===== config.mk =====
export PLATFORM = sky130hd
export DESIGN_NAME = tmr_scan_repair
export DESIGN_NICKNAME = d
export VERILOG_FILES = /design/src/rtl/tsr_pkg.sv /design/src/rtl/tsr_seq.sv /design/src/rtl/tsr_pair_cnt.sv /design/src/rtl/tsr_route.sv /design/src/rtl/tmr_scan_repair.sv
export SDC_FILE = /design/constraint.sdc
export NUM_CORES = 1
export LEC_CHECK = 0
export BUFFER_PORTS_ARGS = -buffer_cell sky130_fd_sc_hd__buf_2
export CELL_PAD_IN_SITES_DETAIL_PLACEMENT = 0
export CELL_PAD_IN_SITES_GLOBAL_PLACEMENT = 2
export CORE_AREA = 2 2 77 79
export CTS_BUF_LIST = sky130_fd_sc_hd__clkbuf_4 sky130_fd_sc_hd__clkbuf_8
export DETAILED_ROUTE_END_ITERATION = 7
export DIE_AREA = 0 0 79 81
export PLACE_DENSITY_LB_ADDON = 0.08
export SLEW_MARGIN = 20
export SYNTH_ARGS = -nofsm -noshare
export SYNTH_HDL_FRONTEND = slang
export SYNTH_HIERARCHICAL = 1
export SYNTH_SLANG_ARGS = --single-unit

===== constraint.sdc =====
create_clock -name clk -period 4.4 [get_ports clk]
set_clock_uncertainty 0.2 [all_clocks]
set_input_delay 0.44 -clock clk [delete_from_list [all_inputs] [get_ports clk]]
set_output_delay 0.44 -clock clk [all_outputs]
set_load 0.02 [all_outputs]

===== src/rtl/tsr_pkg.sv =====
package tsr_pkg;

   localparam int unsigned NMOD = 3;

   typedef enum logic [2:0] {
      ST_IDLE,
      ST_CMP,
      ST_LOC,
      ST_REP,
      ST_FIN
   } tsr_state_e;

   // lowest-numbered module not flagged faulty (mask is known to be valid)
   function automatic logic [1:0] first_good(input logic [2:0] fm);
      if (!fm[0]) return 2'd0;
      if (!fm[1]) return 2'd1;
      return 2'd2;
   endfunction

   function automatic logic mask_repairable(input logic [2:0] fm);
      return ($countones(fm) == 1) || ($countones(fm) == 2);
   endfunction

endpackage


===== src/rtl/tsr_seq.sv =====
module tsr_seq
   import tsr_pkg::*;
#(
   parameter int unsigned CHAIN_LEN = 16
) (
   input  logic       clk,
   input  logic       rst_n,
   input  logic       start,
   input  logic [2:0] fault_mask_in,
   output logic       cmp_on,
   output logic       rep_on,
   output logic       loc_on,
   output logic       fin_on,
   output logic       clr_cnt,
   output logic [2:0] rep_mask
);

   localparam int unsigned PH_W = (CHAIN_LEN > 1) ? $clog2(CHAIN_LEN) : 1;
   localparam logic [PH_W-1:0] PH_LAST = PH_W'(CHAIN_LEN - 1);

   tsr_state_e      state;
   logic [PH_W-1:0] ph;

   assign cmp_on  = (state == ST_CMP);
   assign rep_on  = (state == ST_REP);
   assign loc_on  = (state == ST_LOC);
   assign fin_on  = (state == ST_FIN);
   assign clr_cnt = (state == ST_IDLE) && start;

   always_ff @(posedge clk or negedge rst_n) begin
      if (!rst_n) begin
         state    <= ST_IDLE;
         ph       <= '0;
         rep_mask <= '0;
      end else begin
         case (state)
            ST_IDLE: begin
               ph <= '0;
               if (start) state <= ST_CMP;
            end
            ST_CMP: begin
               if (ph == PH_LAST) begin
                  ph    <= '0;
                  state <= ST_LOC;
               end else begin
                  ph <= ph + 1'b1;
               end
            end
            ST_LOC: begin
               ph       <= '0;
               rep_mask <= fault_mask_in;
               state    <= mask_repairable(fault_mask_in) ? ST_REP : ST_IDLE;
            end
            ST_REP: begin
               if (ph == PH_LAST) begin
                  ph    <= '0;
                  state <= ST_FIN;
               end else begin
                  ph <= ph + 1'b1;
               end
            end
            ST_FIN:  state <= ST_IDLE;
            default: state <= ST_IDLE;
         endcase
      end
   end


   cmp_end_chk: assert property (@(posedge clk) disable iff (!rst_n)
      $fell(cmp_on) |-> loc_on);


   start_ignore_chk: assert property (@(posedge clk) disable iff (!rst_n)
      (cmp_on && ph != PH_LAST) |=> (cmp_on && !loc_on));


   rep_gate_chk: assert property (@(posedge clk) disable iff (!rst_n)
      (loc_on && mask_repairable(fault_mask_in)) |=> rep_on);


   no_rep_chk: assert property (@(posedge clk) disable iff (!rst_n)
      (loc_on && !mask_repairable(fault_mask_in)) |=> (!rep_on && !cmp_on && !fin_on));

endmodule


===== src/rtl/tsr_pair_cnt.sv =====
module tsr_pair_cnt #(
   parameter int unsigned CNT_W = 4
) (
   input  logic             clk,
   input  logic             rst_n,
   input  logic             clr,
   input  logic             inc,
   input  logic             dec,
   output logic [CNT_W-1:0] cnt
);

   localparam logic [CNT_W-1:0] CNT_MAX = {CNT_W{1'b1}};

   always_ff @(posedge clk or negedge rst_n) begin
      if (!rst_n) begin
         cnt <= '0;
      end else if (clr) begin
         cnt <= '0;
      end else if (inc && cnt != CNT_MAX) begin
         cnt <= cnt + 1'b1;
      end else if (dec && cnt != '0) begin
         cnt <= cnt - 1'b1;
      end
   end


   sat_hold_chk: assert property (@(posedge clk) disable iff (!rst_n)
      (inc && !clr && cnt == CNT_MAX) |=> cnt == CNT_MAX);


   floor_hold_chk: assert property (@(posedge clk) disable iff (!rst_n)
      (dec && !inc && !clr && cnt == '0) |=> cnt == '0);


   step_up_chk: assert property (@(posedge clk) disable iff (!rst_n)
      (inc && !clr && cnt != CNT_MAX) |=> cnt == $past(cnt) + 1'b1);


   step_down_chk: assert property (@(posedge clk) disable iff (!rst_n)
      (dec && !inc && !clr && cnt != '0) |=> cnt == $past(cnt) - 1'b1);

endmodule


===== src/rtl/tsr_route.sv =====
module tsr_route
   import tsr_pkg::*;
(
   input  logic       rep_on,
   input  logic [2:0] rep_mask,
   input  logic [2:0] scan_out,
   output logic [2:0] scan_in
);

   logic [1:0] src;
   assign src = first_good(rep_mask);

   for (genvar m = 0; m < NMOD; m++) begin : g_mod
      always_comb begin
         if (rep_on && rep_mask[m]) scan_in[m] = scan_out[src];
         else                       scan_in[m] = scan_out[m];
      end
   end

endmodule


===== src/rtl/tmr_scan_repair.sv =====
module tmr_scan_repair
   import tsr_pkg::*;
#(
   parameter int unsigned CHAIN_LEN = 16,
   parameter int unsigned CNT_W     = 4
) (
   input  logic             clk,
   input  logic             rst_n,
   input  logic             start,
   input  logic [2:0]       fault_mask,
   input  logic [2:0]       scan_out,
   output logic             scan_en,
   output logic [2:0]       scan_in,
   output logic             cmp_busy,
   output logic             rep_busy,
   output logic             done,
   output logic             repair_ok,
   output logic [CNT_W-1:0] cnt_12,
   output logic [CNT_W-1:0] cnt_13,
   output logic [CNT_W-1:0] cnt_23
);

   localparam int unsigned NPAIR = 3;
   localparam int PA [NPAIR] = '{0, 0, 1};
   localparam int PB [NPAIR] = '{1, 2, 2};

   if (CHAIN_LEN < 2) begin : g_bad_len
      $error("CHAIN_LEN must be at least 2");
   end
   if (CNT_W < 1 || CNT_W > 32) begin : g_bad_cnt
      $error("CNT_W must be in 1..32");
   end

   logic       cmp_on, rep_on, loc_on, fin_on, clr_cnt;
   logic [2:0] rep_mask;
   logic [CNT_W-1:0] cnt [NPAIR];

   tsr_seq #(.CHAIN_LEN(CHAIN_LEN)) u_seq (
      .clk           (clk),
      .rst_n         (rst_n),
      .start         (start),
      .fault_mask_in (fault_mask),
      .cmp_on        (cmp_on),
      .rep_on        (rep_on),
      .loc_on        (loc_on),
      .fin_on        (fin_on),
      .clr_cnt       (clr_cnt),
      .rep_mask      (rep_mask)
   );

   tsr_route u_route (
      .rep_on   (rep_on),
      .rep_mask (rep_mask),
      .scan_out (scan_out),
      .scan_in  (scan_in)
   );

   for (genvar p = 0; p < NPAIR; p++) begin : g_pair
      logic diff;
      assign diff = scan_out[PA[p]] ^ scan_out[PB[p]];
      tsr_pair_cnt #(.CNT_W(CNT_W)) u_cnt (
         .clk   (clk),
         .rst_n (rst_n),
         .clr   (clr_cnt),
         .inc   (cmp_on & diff),
         .dec   (rep_on & diff),
         .cnt   (cnt[p])
      );
   end

   assign cnt_12    = cnt[0];
   assign cnt_13    = cnt[1];
   assign cnt_23    = cnt[2];
   assign scan_en   = cmp_on | rep_on;
   assign cmp_busy  = cmp_on;
   assign rep_busy  = rep_on;
   assign done      = loc_on | fin_on;
   assign repair_ok = fin_on && (cnt[0] == '0) && (cnt[1] == '0) && (cnt[2] == '0);


   ok_in_done_chk: assert property (@(posedge clk) disable iff (!rst_n)
      repair_ok |-> (done && $past(rep_busy)));


   cnt_hold_chk: assert property (@(posedge clk) disable iff (!rst_n)
      (done && !$past(rep_busy)) |=> (cnt_12 == $past(cnt_12) && cnt_13 == $past(cnt_13) && cnt_23 == $past(cnt_23)));

endmodule


### Word-level counts from Yosys, hierarchy flattened

Cells that the tools add are included.

* register bits after elaboration: 22
* bits in latches: 0
* memory bits (writable): 0
* bits in read-only memories: 0
* input bits: 9
* output and inout port bits: 20
* logic and storage cells: 95
* memories kept: 0

* $add $sub $neg: 9
* multipliers: 0
* divide/modulo/power cells: 0
* $lt $le $gt $ge: 1
* equality and inequality tests: 13
* shift-type cells: 0
* muxes and demuxes: 27
* bitwise logic cells: 11
* reductions and logical operators: 28

Operators by type and width (count)
* 4-bit two-way mux: 10
* 32-bit by 1-bit adder with 32-bit output: 1
* 32-bit by 2-bit equality test with 1-bit output (second input constant): 1
* 32-bit by 3-bit equality test with 1-bit output (second input constant): 1
* 4-bit by 1-bit adder with 4-bit output (second input constant): 4
* 1-bit logical AND: 13
* 4-bit zero test: 3
* 4-bit inequality test (second input constant): 3
* 3-bit one-hot mux with 4 select lines: 1
* 4-bit nonzero test: 3
* 4-bit by 1-bit subtractor with 4-bit output (second input constant): 3
* 2-bit two-way mux: 5
* 3-bit two-way mux: 3
* 3-bit nonzero test: 3
* 4-bit one-hot mux with 2 select lines: 1
* 1-bit bitwise AND: 6
* 3-bit by 2-bit equality test with 1-bit output (second input constant): 2
* 1-bit two-way mux: 6
* 4-bit equality test (second input constant): 1
* 2-bit by 1-bit inequality test with 1-bit output (second input constant): 2
* 2-bit OR reduction: 2
* 3-bit by 1-bit equality test with 1-bit output (second input constant): 1
* 3-bit equality test (second input constant): 1
* 3-bit zero test: 1
* other kinds (9): 12

### Longest topological paths before layout

Gate-level depths: netlist of the first run.

* depth in word-level cells: 7
* gate-level depth with buffers: 10
* mapped depth without buffers: 9

### Hierarchy

The synthesis of the first run kept the hierarchy.

By module, submodules not included
* tsr_pair_cnt: instances 3, cells an instance 31, area each 304.0 um^2, seq. area each 100.1 um^2
* tsr_seq: instances 1, cells an instance 51, area each 541.8 um^2, seq. area each 250.2 um^2
* tmr_scan_repair: instances 1, cells an instance 16, area each 108.9 um^2, seq. area each 0.0 um^2
* tsr_route: instances 1, cells an instance 11, area each 73.8 um^2, seq. area each 0.0 um^2

### Worst setup path after synthesis of the first run

OpenSTA, ideal clock, no wires.

* kind: register to register
* from: register u_seq.state[2]
* to: register g_pair[0].u_cnt.cnt[3]
* setup time: 0.196 ns
* arrival: 2.166 ns
* required time: 4.004 ns
* setup slack: 1.837 ns
* cell stages (with the launch flop): 10
* path buffers: 0
* clock period less this slack: 2.563 ns
* path through: dfrtp_1 nand2b_2 nor2_1 and2_1 nand2_1 ha_1 a21o_2 a21oi_1 and3_1 nor4_1

* word-level cells in the longest chain between the ends: 5
* elaborated cells between the ends (all ways): 11
* those cells by class: eq/ne: 2; mux: 2; bitwise: 2; reduce/logical: 5

RTL lines
* start: declaration: RTL line tsr_seq.sv:21 `tsr_state_e state;`
* start signal: assignment: RTL line tsr_seq.sv:52 `state <= mask_repairable(fault_mask_in) ? ST_REP : ST_IDLE;`
* 3-bit by 1-bit equality test with 1-bit output (*): RTL line tsr_seq.sv:24 `assign cmp_on = (state == ST_CMP);`
* named net cmp_busy: RTL line tmr_scan_repair.sv:14 `output logic cmp_busy,`
* 1-bit bitwise AND (*): RTL line tmr_scan_repair.sv:65 `.inc (cmp_on & diff),`
* 1-bit logical AND (*): RTL line tsr_pair_cnt.sv:19 `end else if (inc && cnt != CNT_MAX) begin`
* 4-bit two-way mux: RTL line tsr_pair_cnt.sv:19
* 4-bit two-way mux: RTL line tsr_pair_cnt.sv:17 `end else if (clr) begin`
* end signal: assignment: RTL line tsr_pair_cnt.sv:20 `cnt <= cnt + 1'b1;`
* end signal: assignment: RTL line tsr_pair_cnt.sv:22 `cnt <= cnt - 1'b1;`
* end: declaration: RTL line tsr_pair_cnt.sv:9 `output logic [CNT_W-1:0] cnt`

The timed path passes the listed nets; every way through them passes the cells marked *.
A chain may end at the register's enable or synchronous reset.

### Worst setup path after layout of the first run

* from: register u_seq.state[2]
* to: output scan_in[2]

* word-level cells in the longest chain between the ends: 3

RTL lines
* 3-bit by 2-bit equality test with 1-bit output: RTL line tsr_seq.sv:25 `assign rep_on = (state == ST_REP);`
* 1-bit logical AND: RTL line tsr_route.sv:15 `if (rep_on && rep_mask[m]) scan_in[m] = scan_out[src];`
* 1-bit two-way mux: RTL line tsr_route.sv:15
* end: declaration: RTL line tmr_scan_repair.sv:13 `output logic [2:0] scan_in,`

Every way passes these cells.

==> results of run 1 <==
## path summary, 6_finish.rpt
| check | end | cells past startpoint | slack [ps] | startpoint |
|---|---|---|---|---|
| hold reg to reg | u_seq/rep_mask[2] | 1 | 340 | u_seq/rep_mask[2] |
| setup reg to reg | g_pair[0].u_cnt/cnt[3] | 9 | 1720 | u_seq/state[2] |
| setup / recovery | scan_in[2] | 5 | 1520 | u_seq/state[2] |
| hold / removal | u_seq/rep_mask[0] | 2 | 220 | fault_mask[0] |
| min in group asynchronous | g_pair[2].u_cnt/cnt[2] | 2 | 480 | rst_n |
| max in group asynchronous | u_seq/rep_mask[1] | 2 | 3150 | rst_n |
## power groups by stage
| stage | Combinational (uW) | Clock [uW] | Sequential [uW] |
|---|---|---|---|
| after CTS | 888 | 161 | 474 |
| after floorplan | 635 | 0 | 498 |
| after global routing | 985 | 168 | 497 |
| final | 873 | 153 | 474 |
| after detailed placement | 882 | 0 | 478 |
| after global placement | 864 | 0 | 475 |
## area by class of cell
cell class | count | area [um^2]
fillers | 623 | 3750
clock buffers | 4 | 55.1
repair buffers | 30 | 158
flip-flops and latches | 22 | 551
multi-input cells | 133 | 1020
inverters | 14 | 52.6
well taps | 75 | 93.8
## logic make-up (layout without fill, tap and decap cells)
group | Yosys count | in the layout
buffers and inverters | 16 | 48
AOI/OAI and AO/OA | 30 | 30
and+or+nand+nor | 72 | 72
DFF | 22 | 22
adders and majority gates | 11 | 11
xor gates and xnor gates | 13 | 13
muxes | 7 | 7
## metrics by stage
| step | power [uW] | util | hold WS, ps | cells |
|---|---|---|---|---|
| floorplan | 1130 | - | -55.6 | 171 |
| global placement | 1340 | 0.328 | 262 | 273 |
| detailed placement | 1360 | 0.328 | 265 | 273 |
| CTS | 1520 | 0.340 | 209 | 278 |
| global route | 1650 | 0.340 | 208 | 278 |
| finish | 1500 | 0.340 | 217 | 278 |
## flip-flops by register name, summed over array words and instances, names as in the netlist
| name | count |
|---|---|
| g_pair.u_cnt/cnt | 12 |
| u_seq/ph | 4 |
| u_seq/rep_mask | 3 |
| u_seq/state | 3 |
## critical path, cell delays in order, from the launching register on
cell and delay (ps):
dfrtp_1 530, nand2b_2 280, nor2_1 510, nand2_2 130
a221o_1 360, buf_2 160
## repair_timing
action                                  in CTS  in global routing
hold endpoints to repair                    22                  0
hold buffers                                 1                  0
endpoints found under the setup margin       0                  0
## cells in the mapped netlist (4+ instances only)
master / instances
mux2i_1: 4
dfrtp_1: 22
xnor2_1: 9
nor4_1: 5
nor2_1: 19
a21oi_1: 6
ha_1: 7
nand2_1: 12
inv_1: 13
fa_1: 4
nand3_1: 5
xor2_1: 4
and2_1: 6
nand2b_1: 4
## metal layers
metal,vias to the layer above,share of wire,wire length [um],global-route usage
li1,673,-,-,-
met1,646,0.47,1780,0.165
met2,25,0.47,1750,0.208
met3,9,0.037,138,0.0244
met4,0,0.023,87,0.0517
met5,-,0,0,0
==> out/results.ini, run 1 <==
[outcome]
status = complete, no violations

[grt]
grt_max_degree = 23
antenna_found_initial = 0
grt_pass1_wl_um = 6300
grt_pass1_vias = 1300
gr-total-overflow = 0
track_usage = 0.127

[cts]
cts.clk_slew.worst_paths_ps = 90
cts_made_buffers = 3
ctsResizeCount = 0
cts_root_buffer = clkbuf_8
clk_path_buf_depth = 2
cts_sinks = 22
htree_levels = 1
cts_tree = done
postCtsSetupBuffers = 0
clk_latency_ps = 270

[synthesis]
synthAdderAreaFrac = 0.102
synthDistinctLibCells = 43
async_flop_share = 1.00
yosysSeqAreaShare = 0.336
synth.top_cell.area_share = 0.336
synth-edff-count = 0
synth_top_family_by_area = simple AND/OR/NAND/NOR gates
synthCells = 171
netlist_area_mm2 = 0.00164
yosys.area.top_type = dfrtp_1
ys_warn_count = 6
synth_xor_area_frac = 0.0696
synthTopCellsByArea = dfrtp_1, ha_1, fa_1
ys_ff_latch = 22
synth_compound_area_frac = 0.165
yosys.area_share.simple = 0.235
synth_top_flop_cell = dfrtp_1
syn_nets = 191
synthMuxAreaShare = 0.0451
syn_area_per_cell_um2 = 9.57

[power]
power_density_mw_per_mm2 = 778
internal_power_uw = 790
p_sw_uw = 709
ir_drop_mv = 0.242
comb_power_share = 0.582
swShare = 0.473
clock_power_share = 0.102
p_seq_frac = 0.316
leakage_uw = 0.000876

[layout]
final_cell_mix = buf_2, dfrtp_1, nor2_1
drive_above_1_share = 0.261
nets = 224
final_area_mm2 = 0.00193
syn_to_final_growth_pct = 17.7
antennaDiodeCount = 0
mostFrequentLayoutCell = buf_2

[sta]
tightest_slew_ps = 633
slew_viol_final = 0
fin_crit_ps = 2880
post-route-period-util = 0.655
finalSetupViolations = 0
finalHoldViolations = 0
rsz0062_at_grt = no
fmax_ghz = 0.347
setup_tns_ps = 0
timing.final.ws_setup_ps = 1520
maxSlewHeadroom = 0.576

[floorplanning]
die_area_mm2 = 0.00640
fp.dieH_um = 81
core_mm2 = 0.00568
die_w_um = 79
ios = 29
initial_core_util = 0.288
rows = 28

[job]
maxCapViolCount = 0

[drt]
via_per_inst = 4.87
vias = 1353
firstDrtPassIters = 4
wl_per_cell_um = 13.5
drc = 0
ant_nets = 0
drt_iter0_markers = 55
wirelength_um = 3760

[placed_design]
post-place-ws_ps = 1730
dp_hpwl_um = 2810
io_buffers = 28
place_congestion = 0.763
dpl_cell_area_mm2 = 0.00186

[critical_path]
startpoint_type = flop
cp-end-kind = output pin
critPathKind = flop to output pin
worstPathRequired_ps = 3760
cp_max_fo = 12
cp.arrival_ps = 2240

[min_path]
hp-class = input pin to flop

(Power assumes the default switching activity.)
==> run 2, diff against run 1 <==
- ABC_AREA: unset -> 1
- CORE_AREA: 2 2 77 79 -> 2 2 84 86
- DIE_AREA: 0 0 79 81 -> 0 0 86 88
- clock period: 4.4 -> 2.55 ns (I/O delays scaled with it)
==> run 2 against run 1 <==
Against the previous run:
- power up 99%
- register-to-register slack got worse by 1500 ps
- largest power group unchanged
- cell area grew 15%
- count of clock-buffer cells in the layout is 1 lower
- sequential share of layout area decreased by 3.7 points
- non-clock buffer count rose by 2
- sequential power increased by 53%
- final cell count increased by 37%
==> out/results.ini, run 2 <==
[layout]
final_cell_mix = nand2_1, inv_1, buf_2
drive_above_1_share = 0.286  ; +0.0246
largest_reg_flops = 12  ; unchanged
fillCellCount = 751  ; +21%
top_register = g_pair.u_cnt/cnt
syn_to_final_growth_pct = 18.5
seq_area_um2 = 551  ; unchanged
multiInputGateArea_mm2 = 0.00111  ; +8.9%
final_area_mm2 = 0.00221  ; +15%
top_regs = g_pair.u_cnt/cnt: 12 flops, u_seq/ph: 4 flops
final_util = 0.333  ; -0.00693
antennaDiodeCount = 0  ; unchanged
instances_no_fill = 381  ; +37%
mostFrequentLayoutCell = nand2_1
nets = 322  ; +44%

[synthesis]
synthCells = 266  ; +56%
async_flop_share = 1.00  ; unchanged
synth_xor_area_frac = 0.0329  ; -0.0367
synth.top_cell.area_share = 0.295  ; -0.0411
syn_nets = 286  ; +50%
yosys.area_share.simple = 0.401  ; +0.165
synthAdderAreaFrac = 0.0899  ; -0.0125
synthDistinctLibCells = 29  ; -33%
synthTopCellsByArea = dfrtp_1, nand2_1, inv_1
synthMuxAreaShare = 0  ; -0.0451
netlist_area_mm2 = 0.00186  ; +14%
yosys.area.top_type = dfrtp_1
synth_top_flop_cell = dfrtp_1
synth-edff-count = 0  ; unchanged
ys_warn_count = 6  ; unchanged
synth.most_common_cell = nand2_1
ys_ff_latch = 22  ; unchanged
yosysSeqAreaShare = 0.295  ; -0.0411
synthTopCellsByCount = nand2_1, inv_1, nor2_1, dfrtp_1, nand3_1
syn_area_per_cell_um2 = 7.01  ; -27%
synth_top_family_by_area = simple AND/OR/NAND/NOR gates
synth_compound_area_frac = 0.0638  ; -0.101

[drt]
via_per_inst = 4.26  ; -12%
firstDrtPassIters = 4  ; unchanged
drc = 0  ; unchanged
wirelength_um = 4290  ; +14%
ant_nets = 0  ; unchanged
wl_per_cell_um = 11.3  ; -17%
vias = 1624  ; +20%
drt_iter0_markers = 62  ; +13%

[placed_design]
io_buffers = 28  ; unchanged
place_congestion = 0.710  ; -6.9%
placed_cells = 376  ; +38%
dp_hpwl_um = 3470  ; +23%
dpl_cell_area_mm2 = 0.00212  ; +14%

[critical_path]
cp.arrival_ps = 2270  ; +30 ps
reg2reg_slack_ps = 240  ; -1480 ps
cp-end-kind = flop
cp_max_fo = 5  ; -7
startpoint_type = flop
worstPathRequired_ps = 2520  ; -1240 ps
critPathKind = flop to flop

[sta]
slew_viol_final = 0  ; unchanged
tightest_slew_ps = 556  ; -77.1 ps
setup_tns_ps = 0  ; unchanged
fin_crit_ps = 2310
post-route-period-util = 0.904
finalSetupViolations = 0  ; unchanged
fmax_ghz = 0.434
finalHoldViolations = 0  ; unchanged
rsz0062_at_grt = yes
maxSlewHeadroom = 0.629  ; +0.0530

[grt]
gr-total-overflow = 0  ; unchanged
track_usage = 0.129  ; +0.00227
grt_pass1_vias = 1625  ; +25%
grt_pass1_wl_um = 7670  ; +22%
antenna_found_initial = 0  ; unchanged
grt_max_degree = 23  ; unchanged

[cts]
cts_made_buffers = 3  ; unchanged
cts_tree = done
clk_path_buf_depth = 2  ; unchanged
htree_levels = 1  ; unchanged
cts_root_buffer = clkbuf_8
cts_sinks = 22  ; unchanged
cts.clk_slew.worst_paths_ps = 100  ; about the same
postCtsSetupBuffers = 0  ; unchanged
clk_latency_ps = 270  ; about the same

[power]
power_density_mw_per_mm2 = 1350  ; +73%
ir_drop_mv = 0.297  ; +23%
totalPowerFinal_uw = 2980  ; +99%
leakage_uw = 0.00124  ; +42%

[floorplanning]
die_w_um = 86  ; +8.9%
fp.dieH_um = 88  ; +8.6%
rows = 30  ; +7.1%
die_area_mm2 = 0.00757  ; +18%
ios = 29  ; unchanged
core_mm2 = 0.00664  ; +17%
initial_core_util = 0.281  ; -0.00776

[outcome]
status = complete, no violations

[min_path]
hp-class = input pin to flop

[job]
maxCapViolCount = 0  ; unchanged

==> run 2: path summary, 6_finish.rpt <==
kind | startpoint | endpoint | cells after the start
max in group asynchronous | rst_n | g_pair[1].u_cnt/cnt[1] | 2
max | u_seq/state[0] | g_pair[2].u_cnt/cnt[3] | 14
min | fault_mask[2] | u_seq/rep_mask[2] | 3
min in group asynchronous | rst_n | g_pair[0].u_cnt/cnt[1] | 2
max reg2reg | u_seq/state[0] | g_pair[2].u_cnt/cnt[3] | 14
min reg2reg | u_seq/rep_mask[2] | u_seq/rep_mask[2] | 2
==> run 2: cell families (layout without fill, tap and decap cells) <==
logic type                 Yosys count  in the layout
xor gates and xnor gates             7              7
AOI/OAI and AO/OA                   17             17
adders and majority gates           11             11
and+or+nand+nor                    153            153
DFF                                 22             22
buffers and inverters               56             91
==> run 2: area by class of cell <==
cell class | count | share of cell area
Multi-Input combinational cell | 188 | 0.501
Sequential cell | 22 | 0.249
Clock inverter | 1 | 0.0136
Timing Repair Buffer | 32 | 0.0781
Tap cell | 80 | 0.0453
Clock buffer | 3 | 0.0187
Inverter | 55 | 0.0940
==> run 2: power by group <==
part           switching, uW  internal, uW
clock                    135           210
combinational           1170           737
sequential               212           511
==> run 2: worst max-delay path, stage by stage (launching register included) <==
cell and delay, ps:
dfrtp_1 420, inv_2 90, nor2_8 110, nand2_1 80, inv_1 70, inv_1 100
nor2_2 220, nand2_4 100, ha_1 330, nand2_1 70, nand2_1 50, nor2_1 140
nand3_1 90, nand3_1 80, nand2_1 50
==> run 2: repair_timing <==
action / CTS / global route
setup endpoints to repair: 0 / 3
gates resized for setup: 0 / 4
hold buffers: 1 / 0
endpoints found under the hold margin: 22 / 0
==> run 2: routing by layer <==
metal | wire [um] | track usage | vias to the layer above
met2 | 1960 | 0.213 | 24
met4 | 51 | 0.0390 | 0
met5 | 0 | 0 | -
met3 | 125 | 0.0179 | 4
li1 | - | - | 872
met1 | 2150 | 0.177 | 724
==> run 2: through the flow <==
step | hold slack [ps] | setup slack, ps
after floorplan | -241 | 197
after global placement | 87.6 | 171
after detailed placement | 96.2 | 167
after CTS | 39.6 | 132
after global routing | 67.4 | -4.60
final | 43.8 | 244
